===== src/rtl/ata_pio_pkg.sv =====
// Package: shared types and nanosecond timing limits for the PIO sequencer.
// Assumes mode codes 0..NUM_MODES-1 are valid; callers clamp anything else.
package ata_pio_pkg;

    localparam int NUM_MODES = 5;
    localparam int MODE_W    = 3;
    localparam int CNT_W     = 8;

    localparam int IORDY_SAMPLE_NS = 35;
    localparam int IORDY_LIMIT_NS  = 1250;

    typedef logic [CNT_W-1:0] cnt_t;

    typedef enum logic [2:0] {
        ST_IDLE,
        ST_SETUP,
        ST_STROBE,
        ST_HOLD,
        ST_RECOV
    } state_t;

    // Per-access timing, all values in clock cycles
    typedef struct packed {
        cnt_t setup;
        cnt_t strobe;
        cnt_t hold;
        cnt_t recov;
        cnt_t cycle;
    } timing_t;

    function automatic int ns_to_cycles(int ns, int clk_ns);
        return (ns + clk_ns - 1) / clk_ns;
    endfunction

    function automatic int at_least_one(int v);
        return (v < 1) ? 1 : v;
    endfunction

    function automatic int max2(int a, int b);
        return (a > b) ? a : b;
    endfunction

    function automatic int cycle_ns(int m);
        case (m)
            1: return 383;
            2: return 240;
            3: return 180;
            4: return 120;
            default: return 600;
        endcase
    endfunction

    function automatic int setup_ns(int m);
        case (m)
            1: return 50;
            2: return 30;
            3: return 30;
            4: return 25;
            default: return 70;
        endcase
    endfunction

    function automatic int strobe16_ns(int m);
        case (m)
            1: return 125;
            2: return 100;
            3: return 80;
            4: return 70;
            default: return 165;
        endcase
    endfunction

    function automatic int strobe8_ns(int m);
        case (m)
            3: return 80;
            4: return 70;
            default: return 290;
        endcase
    endfunction

    function automatic int recov_ns(int m);
        case (m)
            3: return 70;
            4: return 25;
            default: return 0;
        endcase
    endfunction

    function automatic int wdata_hold_ns(int m);
        case (m)
            1: return 20;
            2: return 15;
            3: return 10;
            4: return 10;
            default: return 30;
        endcase
    endfunction

    function automatic int addr_hold_ns(int m);
        case (m)
            1: return 15;
            2: return 10;
            3: return 10;
            4: return 10;
            default: return 20;
        endcase
    endfunction

endpackage


===== src/rtl/ata_pio_timing.sv =====
// Module: turns a mode code and access width into cycle counts.
// Every table entry is an elaboration-time constant; out-of-range mode
// codes are filled with the mode 0 row. Pure combinational lookup.
module ata_pio_timing
    import ata_pio_pkg::*;
#(
    parameter int CLK_NS = 10
) (
    input  logic [MODE_W-1:0] mode,
    input  logic              byte_acc,
    output timing_t           tmg
);

    localparam int ROWS = 2 ** MODE_W;

    timing_t wide_row   [ROWS];
    timing_t narrow_row [ROWS];

    // One table row per mode code, clamped to the slowest mode when invalid
    for (genvar m = 0; m < ROWS; m++) begin : g_row
        localparam int PM      = (m < NUM_MODES) ? m : 0;
        localparam int SETUP_C = at_least_one(ns_to_cycles(setup_ns(PM), CLK_NS));
        localparam int W16_C   = at_least_one(ns_to_cycles(strobe16_ns(PM), CLK_NS));
        localparam int W8_C    = at_least_one(ns_to_cycles(strobe8_ns(PM), CLK_NS));
        localparam int HOLD_C  = at_least_one(max2(ns_to_cycles(wdata_hold_ns(PM), CLK_NS),
                                                   ns_to_cycles(addr_hold_ns(PM), CLK_NS)));
        localparam int REC_C   = at_least_one(ns_to_cycles(recov_ns(PM), CLK_NS));
        localparam int CYC_C   = at_least_one(ns_to_cycles(cycle_ns(PM), CLK_NS));

        assign wide_row[m]   = '{setup: cnt_t'(SETUP_C), strobe: cnt_t'(W16_C),
                                 hold: cnt_t'(HOLD_C), recov: cnt_t'(REC_C),
                                 cycle: cnt_t'(CYC_C)};
        assign narrow_row[m] = '{setup: cnt_t'(SETUP_C), strobe: cnt_t'(W8_C),
                                 hold: cnt_t'(HOLD_C), recov: cnt_t'(REC_C),
                                 cycle: cnt_t'(CYC_C)};
    end

    // Pick the row for this access
    assign tmg = byte_acc ? narrow_row[mode] : wide_row[mode];

endmodule


===== src/rtl/ata_pio_wait.sv =====
// Module: times the active strobe and applies IORDY stretching.
// IORDY is looked at first when the strobe has been low for the sample
// time; a low there starts a wait that ends on IORDY high or on the limit.
// Assumes strobe_min >= 1 and that strobe_on drops in the cycle after
// strobe_end.
module ata_pio_wait
    import ata_pio_pkg::*;
#(
    parameter int CLK_NS = 10
) (
    input  logic clk,
    input  logic rst_n,
    input  logic strobe_on,
    input  cnt_t strobe_min,
    input  logic iordy,
    output logic strobe_end,
    output logic timed_out
);

    localparam int   SAMPLE_C    = at_least_one(ns_to_cycles(IORDY_SAMPLE_NS, CLK_NS));
    localparam int   LIMIT_C     = ns_to_cycles(IORDY_LIMIT_NS, CLK_NS);
    localparam cnt_t SAMPLE_IDX  = cnt_t'(SAMPLE_C - 1);
    localparam cnt_t TIMEOUT_IDX = cnt_t'(SAMPLE_C - 1 + LIMIT_C);

    cnt_t sc;
    logic wait_q;
    logic stalled;
    logic min_met;

    // Device is holding the cycle: low at the sample point, or still low in a wait
    assign stalled    = !iordy && ((sc == SAMPLE_IDX) || wait_q);
    assign min_met    = (sc >= strobe_min - cnt_t'(1)) && (sc >= SAMPLE_IDX);
    assign timed_out  = strobe_on && stalled && (sc >= TIMEOUT_IDX);
    assign strobe_end = strobe_on && ((min_met && !stalled) || timed_out);

    // Strobe cycle counter and wait flag
    always_ff @(posedge clk) begin
        if (!rst_n) begin
            sc     <= '0;
            wait_q <= 1'b0;
        end else if (!strobe_on || strobe_end) begin
            sc     <= '0;
            wait_q <= 1'b0;
        end else begin
            if (sc != '1) sc <= sc + cnt_t'(1);
            wait_q <= stalled;
        end
    end

    assert_wait_bounded_R6: assert property (@(posedge clk) disable iff (!rst_n)
        strobe_on |-> (sc <= TIMEOUT_IDX));

    assert_strobe_drops_after_end_R4: assert property (@(posedge clk) disable iff (!rst_n)
        strobe_end |=> (sc == '0));

endmodule


===== src/rtl/ata_pio_seq.sv =====
// Module: top of the host PIO cycle sequencer.
// Takes one request over a valid/ready port and runs setup, strobe,
// hold and recovery phases, each a minimum cycle count picked per access
// from the timing table. Read data is captured at the edge ending the
// strobe. Outputs are decoded from registered state; no tri-state here.
module ata_pio_seq
    import ata_pio_pkg::*;
#(
    parameter int CLK_NS = 10,
    parameter int DATA_W = 16,
    parameter int ADDR_W = 3
) (
    input  logic              clk,
    input  logic              rst_n,
    input  logic              req_valid,
    output logic              req_ready,
    input  logic              req_write,
    input  logic [ADDR_W-1:0] req_addr,
    input  logic              req_cs0,
    input  logic              req_cs1,
    input  logic [DATA_W-1:0] req_wdata,
    input  logic [MODE_W-1:0] req_mode,
    output logic              done,
    output logic [DATA_W-1:0] rdata,
    output logic              err,
    output logic [ADDR_W-1:0] ata_addr,
    output logic              ata_cs0_n,
    output logic              ata_cs1_n,
    output logic              ata_rd_n,
    output logic              ata_wr_n,
    output logic [DATA_W-1:0] ata_dout,
    output logic              ata_doe,
    input  logic [DATA_W-1:0] ata_din,
    input  logic              ata_iordy
);

    state_t            st;
    timing_t           tm;
    timing_t           req_tm;
    cnt_t              cnt;
    cnt_t              tc;
    cnt_t              rc;
    logic              wr_q;
    logic [ADDR_W-1:0] addr_q;
    logic              cs0_q;
    logic              cs1_q;
    logic [DATA_W-1:0] wdata_q;
    logic [DATA_W-1:0] rdata_q;
    logic              err_q;
    logic              done_q;
    logic              byte_acc;
    logic              bus_busy;
    logic              strobe_on;
    logic              strobe_end;
    logic              timed_out;
    logic              accept;

    // Only the data port with the command block alone is a 16-bit access
    assign byte_acc = !(req_cs0 && !req_cs1 && (req_addr == '0));
    assign accept   = req_valid && (st == ST_IDLE);

    ata_pio_timing #(
        .CLK_NS (CLK_NS)
    ) u_timing (
        .mode     (req_mode),
        .byte_acc (byte_acc),
        .tmg      (req_tm)
    );

    ata_pio_wait #(
        .CLK_NS (CLK_NS)
    ) u_wait (
        .clk        (clk),
        .rst_n      (rst_n),
        .strobe_on  (strobe_on),
        .strobe_min (tm.strobe),
        .iordy      (ata_iordy),
        .strobe_end (strobe_end),
        .timed_out  (timed_out)
    );

    // Phase sequencing, counters and captured request fields
    always_ff @(posedge clk) begin
        if (!rst_n) begin
            st      <= ST_IDLE;
            tm      <= '0;
            cnt     <= '0;
            tc      <= '0;
            rc      <= '0;
            wr_q    <= 1'b0;
            addr_q  <= '0;
            cs0_q   <= 1'b0;
            cs1_q   <= 1'b0;
            wdata_q <= '0;
            rdata_q <= '0;
            err_q   <= 1'b0;
            done_q  <= 1'b0;
        end else begin
            done_q <= 1'b0;
            if (st != ST_IDLE && tc != '1) tc <= tc + cnt_t'(1);
            case (st)
                ST_IDLE: begin
                    if (accept) begin
                        st      <= ST_SETUP;
                        tm      <= req_tm;
                        cnt     <= '0;
                        tc      <= '0;
                        wr_q    <= req_write;
                        addr_q  <= req_addr;
                        cs0_q   <= req_cs0;
                        cs1_q   <= req_cs1;
                        wdata_q <= req_wdata;
                        err_q   <= 1'b0;
                    end
                end
                ST_SETUP: begin
                    if (cnt >= tm.setup - cnt_t'(1)) begin
                        st  <= ST_STROBE;
                        cnt <= '0;
                    end else begin
                        cnt <= cnt + cnt_t'(1);
                    end
                end
                ST_STROBE: begin
                    if (strobe_end) begin
                        st    <= ST_HOLD;
                        cnt   <= '0;
                        rc    <= '0;
                        err_q <= timed_out;
                        if (!wr_q) rdata_q <= ata_din;
                    end
                end
                ST_HOLD: begin
                    if (rc != '1) rc <= rc + cnt_t'(1);
                    if (cnt >= tm.hold - cnt_t'(1)) begin
                        st  <= ST_RECOV;
                        cnt <= '0;
                    end else begin
                        cnt <= cnt + cnt_t'(1);
                    end
                end
                ST_RECOV: begin
                    if (rc != '1) rc <= rc + cnt_t'(1);
                    if ((tc >= tm.cycle - cnt_t'(1)) && (rc >= tm.recov - cnt_t'(1))) begin
                        st     <= ST_IDLE;
                        done_q <= 1'b1;
                    end
                end
                default: st <= ST_IDLE;
            endcase
        end
    end

    // Bus pin decode from the registered phase
    assign bus_busy  = (st == ST_SETUP) || (st == ST_STROBE) || (st == ST_HOLD);
    assign strobe_on = (st == ST_STROBE);
    assign req_ready = (st == ST_IDLE);
    assign ata_addr  = addr_q;
    assign ata_cs0_n = !(bus_busy && cs0_q);
    assign ata_cs1_n = !(bus_busy && cs1_q);
    assign ata_rd_n  = !(strobe_on && !wr_q);
    assign ata_wr_n  = !(strobe_on && wr_q);
    assign ata_doe   = bus_busy && wr_q;
    assign ata_dout  = wdata_q;
    assign done      = done_q;
    assign rdata     = rdata_q;
    assign err       = err_q;

    assert_one_strobe_R12: assert property (@(posedge clk) disable iff (!rst_n)
        !(!ata_rd_n && !ata_wr_n));

    assert_bus_stable_R12: assert property (@(posedge clk) disable iff (!rst_n)
        ((!ata_rd_n || !ata_wr_n) && ($past(!ata_rd_n) || $past(!ata_wr_n)))
        |-> ($stable(ata_addr) && $stable(ata_cs0_n) && $stable(ata_cs1_n)));

    assert_strobe_has_select_R12: assert property (@(posedge clk) disable iff (!rst_n)
        (!ata_rd_n || !ata_wr_n) |-> (!ata_cs0_n || !ata_cs1_n));

    assert_no_drive_on_read_R10: assert property (@(posedge clk) disable iff (!rst_n)
        !ata_rd_n |-> !ata_doe);

    assert_wdata_stable_R10: assert property (@(posedge clk) disable iff (!rst_n)
        (ata_doe && $past(ata_doe)) |-> $stable(ata_dout));

    assert_done_single_R8: assert property (@(posedge clk) disable iff (!rst_n)
        done |=> !done);

    assert_idle_after_done_R8: assert property (@(posedge clk) disable iff (!rst_n)
        done |-> (req_ready && ata_cs0_n && ata_cs1_n));

endmodule


===== config.mk =====
export PLATFORM = sky130hd
export DESIGN_NAME = ata_pio_seq
export DESIGN_NICKNAME = d
export VERILOG_FILES = /design/src/rtl/ata_pio_pkg.sv /design/src/rtl/ata_pio_timing.sv /design/src/rtl/ata_pio_wait.sv /design/src/rtl/ata_pio_seq.sv
export SDC_FILE = /design/constraint.sdc
export NUM_CORES = 1
export LEC_CHECK = 0
export BUFFER_PORTS_ARGS = -buffer_cell sky130_fd_sc_hd__buf_2
export CORE_MARGIN = 3
export CORE_UTILIZATION = 44
export DETAILED_ROUTE_END_ITERATION = 6
export PLACE_DENSITY = 0.68
export SETUP_SLACK_MARGIN = 0.3
export SLEW_MARGIN = 10
export SYNTH_ARGS = -nofsm -noshare
export SYNTH_HDL_FRONTEND = slang
export SYNTH_SLANG_ARGS = --single-unit

===== constraint.sdc =====
create_clock -name clk -period 2.5 [get_ports clk]
set_clock_uncertainty 0.15 [all_clocks]
set_input_delay 0.375 -clock clk [delete_from_list [all_inputs] [get_ports clk]]
set_output_delay 0.375 -clock clk [all_outputs]
set_load 0.02 [all_outputs]

Yosys cells after proc, flatten, opt, wreduce, memory -nomap -nowiden --
Memory sizes are Yosys's and may differ from the RTL's. Cells that the tools add are included.
Cells by class: $add $sub $neg 9, order comparisons 8, equality and inequality tests 14, mux-type cells 25, bitwise logic cells 3, reduce and logical (&&, ||, !) cells 45
Operators by type and width (number):
- $mux 40 | 5
- $mux 8 | 8
- $ge 8x8->1 | 5
- $sub 8x1->8 const B | 5
- $add 8x1->8 const B | 4
- $pmux 8 s4 | 1
- $ne 8x8->1 const B | 3
- $logic_and 1x1->1 | 16
- $pmux 8 s2 | 1
- $mux 3 | 5
- $pmux 3 s5 | 1
- $reduce_and 3->1 | 4
- $logic_not 1->1 | 9
- $eq 8x2->1 const B | 1
- $ge 8x2->1 const B | 1
- $ge 8x8->1 const B | 1
- $eq 3x2->1 const B | 2
- $logic_not 3->1 | 2
- $ne 2x1->1 const B | 3
- $ne 2x2->1 const B | 3
- $logic_or 1x1->1 | 5
- $reduce_and 5->1 | 1
- $ge 4x4->1 const B | 1
- $not 3->4 | 1
- other kinds (10) | 16
Storage, ports and cells: register bits 116, memory bits (read-only) 640, bits of input ports 45, output and inout bits 43, logic and storage cells 125, memories 2
Memory list:
- (name not given) | depth 8, bits a word 40, rd ports 1, clocked after memory_dff 0, write ports 0, line ata_pio_timing.sv:39 | assign tmg = byte_acc ? narrow_row[mode] : wide_row[mode];
- (name not given) | depth 8, bits a word 40, rd ports 1, clocked after memory_dff 0, write ports 0, line ata_pio_timing.sv:39

Longest topological paths before layout --
Gate-level depths: netlist (run 1).
depth after elaboration 9, depth in mapped cells 13

Hierarchy --
Synthesis (run 1) repeated with hierarchy kept, for this count alone.
Second synthesis, totals: cells, all modules 813, area, all modules 6477.5 sq um
Modules (own cells, without submodules):
- ata_pio_seq | times used 1, cells an instance 661, area an instance 5268.8 sq um, seq. area each 2142.1 sq um
- ata_pio_wait | times used 1, cells an instance 94, area an instance 765.7 sq um, seq. area each 180.2 sq um
- ata_pio_timing | times used 1, cells an instance 58, area an instance 442.9 sq um, seq. area each 0.0 sq um

Worst setup path before layout (run 1) --
Ideal clock, no wire load.
kind register to register, start register tm[24] in the netlist's numbering, end register cnt[2], library setup time 57 ps, arrival 2400 ps, required time 2293 ps, slack -107 ps, cell stages (with the launch flop) 11, buffers on the path 0, period minus slack after synthesis 2607 ps, path through dfxtp_1 inv_1 ha_1 xnor2_1 ha_1 a2111oi_0 o21ai_2 a211oi_4 o31a_4 o21bai_1 a21o_1
Between the ends: word-level cells in the longest chain between the ends 8
Ends and longest elaborated chain:
- from (decl) | line ata_pio_seq.sv:38 | timing_t tm;
- from (signal assigned) | line ata_pio_seq.sv:105 | tm <= req_tm;
- $sub 8x1->8 | line ata_pio_wait.sv:32 | assign min_met = (sc >= strobe_min - cnt_t'(1)) && (sc >= SAMPLE_IDX);
- $ge 8x8->1 | line ata_pio_wait.sv:32
- $logic_and 1x1->1 | line ata_pio_wait.sv:32
- $logic_and 1x1->1 | line ata_pio_wait.sv:34 | assign strobe_end = strobe_on && ((min_met && !stalled) || timed_out);
- $logic_or 1x1->1 | line ata_pio_wait.sv:34
- $logic_and 1x1->1 | line ata_pio_wait.sv:34
- $ne 2x1->1 (no line)
- $reduce_and 3->1 (no line)
- to (signal assigned) | line ata_pio_seq.sv:121 | cnt <= cnt + cnt_t'(1);
- to (signal assigned) | line ata_pio_seq.sv:139 | cnt <= cnt + cnt_t'(1);
- to (decl) | line ata_pio_seq.sv:40 | cnt_t cnt;
Every way passes these cells. A chain may end at the register's enable or synchronous reset.

Worst setup path in the final report (run 1) --
start register tm[25] in the netlist's numbering, end register cnt[5]
Same word-level chain as after synthesis.

==> results of run 1 <==
## layout make-up
type / instances / share of cell area, %
Sequential cell: 93 / 27.3
Tap cell: 140 / 2.54
Multi-Input combinational cell: 474 / 51.9
Clock inverter: 5 / 0.890
Timing Repair Buffer: 133 / 12.5
Inverter: 26 / 1.45
Clock buffer: 11 / 3.38
## synth_stat cells (2+ instances only)
| library cell | number |
|---|---|
| buf_2 | 2 |
| or2_2 | 2 |
| and2_1 | 3 |
| nor3b_1 | 7 |
| dfxtp_1 | 93 |
| mux2i_1 | 2 |
| nand2_1 | 107 |
| nand3_1 | 34 |
| o21a_1 | 7 |
| nand2b_1 | 8 |
| inv_1 | 26 |
| nor4_1 | 2 |
| a211oi_1 | 6 |
| a21boi_0 | 30 |
| nor3_1 | 20 |
| o21bai_1 | 2 |
| o31ai_1 | 2 |
| xnor2_1 | 13 |
| o21ai_0 | 30 |
| a21o_1 | 10 |
| nand3b_1 | 4 |
| or3_1 | 4 |
| a31oi_1 | 6 |
| o21ai_1 | 4 |
| or3b_2 | 2 |
| a21oi_1 | 20 |
| xor2_1 | 8 |
| buf_4 | 3 |
| a211o_2 | 2 |
| nor2_1 | 42 |
| nor2b_1 | 5 |
| and3_1 | 2 |
| clkbuf_1 | 21 |
| nand4_1 | 6 |
| o211ai_1 | 5 |
| ha_1 | 56 |
| o21ai_2 | 2 |
## state kept, by name, indices dropped and copies added (netlist names)
| register | count |
|---|---|
| ata_dout | 16 |
| rc | 8 |
| u_wait.sc | 8 |
| err | 1 |
| st | 3 |
| cs1_q | 1 |
| wr_q | 1 |
| tm | 17 |
| rdata | 16 |
| u_wait.wait_q | 1 |
| cs0_q | 1 |
| tc | 8 |
| ata_addr | 3 |
| cnt | 8 |
| done | 1 |
## stage by stage
step	setup TNS (ns)	cell area [µm²]	total power (W)	hold WS [ns]
floorplan	-0.00862	5210	0.00324	0.293
detailed placement	-3.62	5920	0.00386	0.304
CTS	-0.280	6550	0.00554	0.0771
global placement	-0.451	5920	0.00376	0.293
global route	-5.12	6890	0.00615	0.108
finish	-0.949	6890	0.00573	0.109
## worst max path at each step
stage	slack, ns	depth (start not counted)	to	startpoint
after detailed placement	-0.13	12	rdata[15]	tm[24]
final	-0.12	12	cnt[5]	tm[25]
after global routing	-0.23	12	rc[3]	tm[27]
after floorplan	-0.004	12	cnt[2]	tm[24]
after CTS	-0.07	10	cnt[2]	tm[26]
after global placement	-0.07	12	cnt[5]	tm[25]
## routing by layer
metal	part of all wire (%)	vias to the layer above	track usage [%]	wire length (µm)
met5	0	-	0	0
met4	1.6	0	7.84	205
met3	5.4	17	6.08	697
met2	49	110	33.8	6350
met1	44	2183	23.7	5740
li1	-	2404	-	-
## power by group through the flow
| stage | Clock (W) | Sequential (W) | Combinational [W] |
|---|---|---|---|
| after floorplan | 0 | 0.00187 | 0.00137 |
| after global placement | 0 | 0.00183 | 0.00193 |
| after detailed placement | 0 | 0.00184 | 0.00202 |
| after CTS | 0.00139 | 0.00183 | 0.00232 |
| after global routing | 0.00145 | 0.00187 | 0.00283 |
| final | 0.00135 | 0.00185 | 0.00253 |
## layout by cell type, fill, tap and decap left out, types with 9 or more instances in the layout
cell         n
a21oi_1     16
ha_4        14
nand2_1    101
nor3_1      13
buf_4       33
nor2_1      33
dfxtp_2      9
buf_6        9
a21o_1      10
a21boi_0    29
inv_1       20
o21ai_1     12
o21ai_0     15
nand3_1     25
dfxtp_1     82
xnor2_1     11
buf_2       88
clkbuf_16   11
ha_1        41
## what timing repair did
item	4_1_cts	5_1_grt
buffers inserted	8	5
pin swaps	24	28
resized for setup	49	72
cloned	2	2
endpoints found under the setup margin	46	49
## cells by family (layout without fill, tap and decap cells)
kind of cell    count (synthesis)  count (layout)
simple gates                  255             256
xor+xnor                       21              21
mux                             2               2
flops                          93              93
compound gates                139             139
buf+inv                        53             175
fa+ha+maj                      56              56
## tightest hold or removal path, cell delays in order
cell     delay, ns
buf_2         0.10
nand2_1       0.05
o21ai_1       0.05
==> key figures, run 1 <==
Outcome
  • Status: finished, violations left
  • Failing checks: setup timing

Power and ir drop
  • Share of power burned in registers: between 30% and 40%
  • Gate power share: ~44%
  • Clk pwr share: between 20% and 30%
  • Int Pwr: between 0.003 and 0.004 W
  • P_sw: ~0.0021 W
  • PwrDens: 832 nW/µm²
  • Maximum vdd ir drop: roughly 500 µV
  • Sw Ratio: between 30% and 40%
  • Leak: roughly 3 nW

Setup path
  • R2r setup slk: -0.12 ns
  • R2r endpoint: cnt[5]
  • Critical Path Max Stage Delay: approximately 0.38 ns
  • CP startpoint kind: flip-flop
  • Critical Path Sink Type: flip-flop
  • Bufs and invs on worst path: 1
  • Worst path slowest cell: o31a_4
  • WS Path Type: reg2reg
  • FF-to-FF Start: tm[25]
  • R2r worst-path depth: 12
  • Required @ worst endpoint: around 2.6 ns
  • Max FO, Critical Path: 7
  • CP cell instances: inv_2 -> ha_4 -> nand2_2 -> xor2_1 -> ha_1 -> nand2_1 -> a211o_1 -> o21ai_4 -> a211oi_4 -> o31a_4 -> o21bai_1 -> a21o_1
  • CP Data Arrival Time: around 2.7 ns
  • CP top delay family: compound AO/OA/AOI/OAI gates

Hold path
  • Hold path depth: 3
  • Worst hold endpoint: rdata[12]
  • HP Start: ata_din[12]
  • HP Class: in2reg

Drt
  • DRT iter0 DRCs: between 200 and 250
  • Final routed DRC violation total: 0
  • WL/cell: around 15 µm
  • Final ANT Viol Nets: 0
  • Via count: 4714
  • Final WL: 13000 µm
  • First-pass DRT Iterations: 4
  • Vias per Instance: ~5.3

Clock tree
  • TritonCTS clock tree: done
  • CTS sink cnt: 93
  • Root buffer cell: clkbuf_16
  • H-tree Lvls: 3
  • Number of CTS-inserted buffers: 9
  • CTS Hold Buffers Added: 0
  • Clock slew at reported path FFs: roughly 0.060 ns
  • Clock buffer depth: 2
  • Clock Latency Late Sink: approximately 0.35 ns

Timing
  • Fin crit share: 105%
  • Max-slew violation count: 0
  • Slew @ Worst Pin: 0.879 ns
  • RSZ-0062 raised after global routing: true
  • Final hold vios: 0
  • Max Freq: about 380 MHz
  • Setup violators final: 24
  • Min Tclk post-route: roughly 2.6 ns
  • Final WS setup: -0.121 ns
  • Slew Limit Headroom: between 40% and 50%

Finish
  • Area of the multi-input gates: ~3600 µm²
  • Area grow syn2layout: 33.9%
  • Antenna diodes: 0
  • # nets final: approximately 840
  • Final cell count without fillers: 882
  • Share of cells above drive strength 1: about 34%
  • Layout fillers: 921
  • Reg area: about 1900 µm²
  • Util after Layout: around three fifths

Synthesis
  • Post-synthesis sequential area ratio: roughly 36%
  • Number of synthesized flops with an enable pin: 0
  • Post-synth ARST share: 0%
  • Mapped Nets: 720
  • Synth warn: 0
  • Mux cell area share after synthesis: less than 1%
  • Largest family of logic cells by synthesized area: simple AND/OR/NAND/NOR gates
  • Largest area contributor in the netlist: dfxtp_1
  • Xor/xnor share of the synthesized area: 3.58%
  • Synth Area in Adders: between 10% and 20%
  • Fraction of the mapped netlist area in simple logic gates: between 20% and 30%
  • Yosys reg bits: 93
  • Compound-cell area share of the yosys netlist: between 10% and 20%
  • Synth top area cells: dfxtp_1, ha_1, nand2_1
  • Gate Count Post-Synth: 619
  • Most used DFF post-synth: dfxtp_1
  • Top-area cell type share of the netlist area: between 30% and 40%
  • Synthesized area: slightly above 5000 µm²
  • Avg Cell Area, Syn: 8.31 µm²
  • Unique masters post-synth: 58

Die
  • Die Y: approximately 110 µm
  • Site Rows: 38
  • Die width: ~110 µm
  • Die ar.: 13000 µm²
  • Core area: about 11000 µm²
  • Initial Utilization: between 40% and 50%
  • I/O Pins: between 80 and 90

Placement
  • Placed cells: ~850
  • Gpl congestion: between 0.8 and 0.9
  • PortBufs: a little under 90
  • Worst slack at placement: -0.132 ns
  • Final HPWL DP: approximately 8900 µm

GRT
  • Vias in the first global route: ~4700
  • Antenna violations before repair: 0
  • First-pass GRT wire length: 21100 µm
  • Largest net degree at the start of global routing: just over 40
  • GR Overflow Total: 0
  • GRT Total Usage: about a fifth

Job
  • Max_cap viols: 0
Note: power is estimated with default switching activity, not from simulation.
==> run 2, diff against run 1 <==
Clock period 2.5 ns to 2.21 ns, I/O delays scaled along.
==> key figures, run 2 (synthesized netlist as in run 1, its figures left out) <==
Clock tree
  • TritonCTS clock tree: done
  • Clock slew at reported path FFs: about 0.070 ns
  • Root buffer cell: clkbuf_16
  • H-tree Lvls: 3
  • Number of CTS-inserted buffers: 9
  • CTS Hold Buffers Added: 0
  • Clock Latency Late Sink: about 0.35 ns
  • Clock buffer depth: 2
  • CTS sink cnt: between 90 and 100

Drt
  • Final routed DRC violation total: 0
  • First-pass DRT Iterations: 4
  • Final WL: approximately 14000 µm
  • Via count: about 5000
  • Vias per Instance: between 5 and 6
  • DRT iter0 DRCs: ~190
  • WL/cell: approximately 15 µm
  • Final ANT Viol Nets: 0

GRT
  • Antenna violations before repair: 0
  • GR Overflow Total: 0
  • GRT Total Usage: between 20% and 30%
  • Vias in the first global route: about 4800
  • First-pass GRT wire length: roughly 22000 µm
  • Largest net degree at the start of global routing: 38

Setup path
  • R2r worst-path depth: 9
  • CP startpoint kind: flip-flop
  • Critical Path Max Stage Delay: about 0.38 ns
  • Worst path slowest cell: o31a_4
  • CP Data Arrival Time: ~2.8 ns
  • Max FO, Critical Path: 7
  • Critical Path Sink Type: flip-flop
  • WS Path Type: reg2reg
  • CP cell instances: nor3_4 -> nand3_1 -> ha_1 -> nand2_1 -> a211o_1 -> o21ai_2 -> a211oi_4 -> o31a_4 -> a211o_2
  • Required @ worst endpoint: about 2.3 ns

Outcome
  • Status: finished, violations left
  • Failing checks: setup timing

Finish
  • Most common cell after layout, fill and taps aside: nand2_1
  • Area of the multi-input gates: 3590 µm²
  • Layout fillers: about 900
  • Most frequent cells in the layout: nand2_1, buf_2, dfxtp_1
  • Largest register by flop count: tm
  • Reg area: 1880 µm²
  • Final Instance Area: 7370 µm²
  • Share of cells above drive strength 1: 37.5%
  • Max reg flops: 17
  • # nets final: 879
  • Area grow syn2layout: 43.4%
  • Util after Layout: between 60% and 70%
  • Antenna diodes: 0

Die
  • Initial Utilization: between 40% and 50%
  • I/O Pins: 88
  • Site Rows: 38
  • Core area: ~11000 µm²
  • Die width: between 100 and 150 µm
  • Die ar.: 13000 µm²
  • Die Y: 114 µm

Placement
  • Final HPWL DP: approximately 9300 µm
  • Gpl congestion: 0.835
  • PortBufs: slightly below 90
  • Placed Area: 6280 µm²

Timing
  • Max-slew violation count: 0
  • Setup violators final: 46
  • Slew Limit Headroom: between 60 and 70%
  • Hold slack final: 0.0599 ns
  • RSZ-0062 raised after global routing: true
  • Final WS setup: -0.536 ns
  • Min Tclk post-route: 2.75 ns
  • Fin crit share: 124%
  • Slew @ Worst Pin: 0.589 ns
  • Max Freq: about 360 MHz
  • Final hold vios: 0

Power and ir drop
  • Leak: 3.30 nW
  • Pwr Total: just over 0.007 W
  • Maximum vdd ir drop: ~650 µV
  • PwrDens: between 900 and 1000 nW/µm²

Job
  • Max_cap viols: 0

Hold path
  • Hold path depth: 3
  • HP Class: in2reg
## run 2: metal layers
metal / up-vias / part of all wire [%] / GRT usage (%)
met5: - / 0 / 0
met4: 0 / 3.0 / 8.23
met3: 33 / 4.9 / 3.54
met2: 135 / 50 / 35.1
met1: 2330 / 42 / 24.9
li1: 2477 / - / -
## run 2: stage by stage
stage / setup TNS, ns / instances / setup WS, ns
3_3_place_gp: -10.16 / 886 / -0.349
5_1_grt: -19.69 / 923 / -0.572
4_1_cts: -9.04 / 911 / -0.351
2_1_floorplan: -3.88 / 619 / -0.294
6_report: -16.38 / 923 / -0.536
3_5_place_dp: -11.65 / 886 / -0.390
## run 2: layout make-up
cell class | instances | area share [%]
flip-flops and latches | 93 | 25.5
repair buffers | 175 | 17.9
well taps | 140 | 2.38
clock inverters | 7 | 1.10
clock buffers | 9 | 3.05
inverters | 26 | 1.36
multi-input cells | 473 | 48.7
## run 2: power breakdown
group | leakage [nW] | switching, W | internal (W)
Combinational | 2.40 | 0.00180 | 0.00179
Clock | 0.141 | 0.000719 | 0.000894
Sequential | 0.761 | 0.000157 | 0.00190
Total | 3.30 | 0.00268 | 0.00457
## run 2: worst paths after layout
| kind | start | to | slack (ns) |
|---|---|---|---|
| setup / recovery | tm[26] | cnt[4] | -0.54 |
| hold reg to reg | ata_dout[2] | ata_dout[2] | 0.30 |
| hold / removal | ata_din[13] | rdata[13] | 0.06 |
| setup reg to reg | tm[26] | cnt[4] | -0.54 |
## run 2: what timing repair did
item,in CTS,in global routing
resized for setup,56,93
endpoints found under the setup margin,53,89
cloned,0,5
pin swaps,23,29
buffers inserted,9,7
## run 2: worst max-delay path: cells and delay by family, from the launching register on
| kind | cells | cell delay, ns |
|---|---|---|
| AO/OA/AOI/OAI | 5 | 1.24 |
| adder cells (fa/ha/maj) | 1 | 0.35 |
| flip-flops | 1 | 0.37 |
| AND/OR/NAND/NOR | 3 | 0.52 |
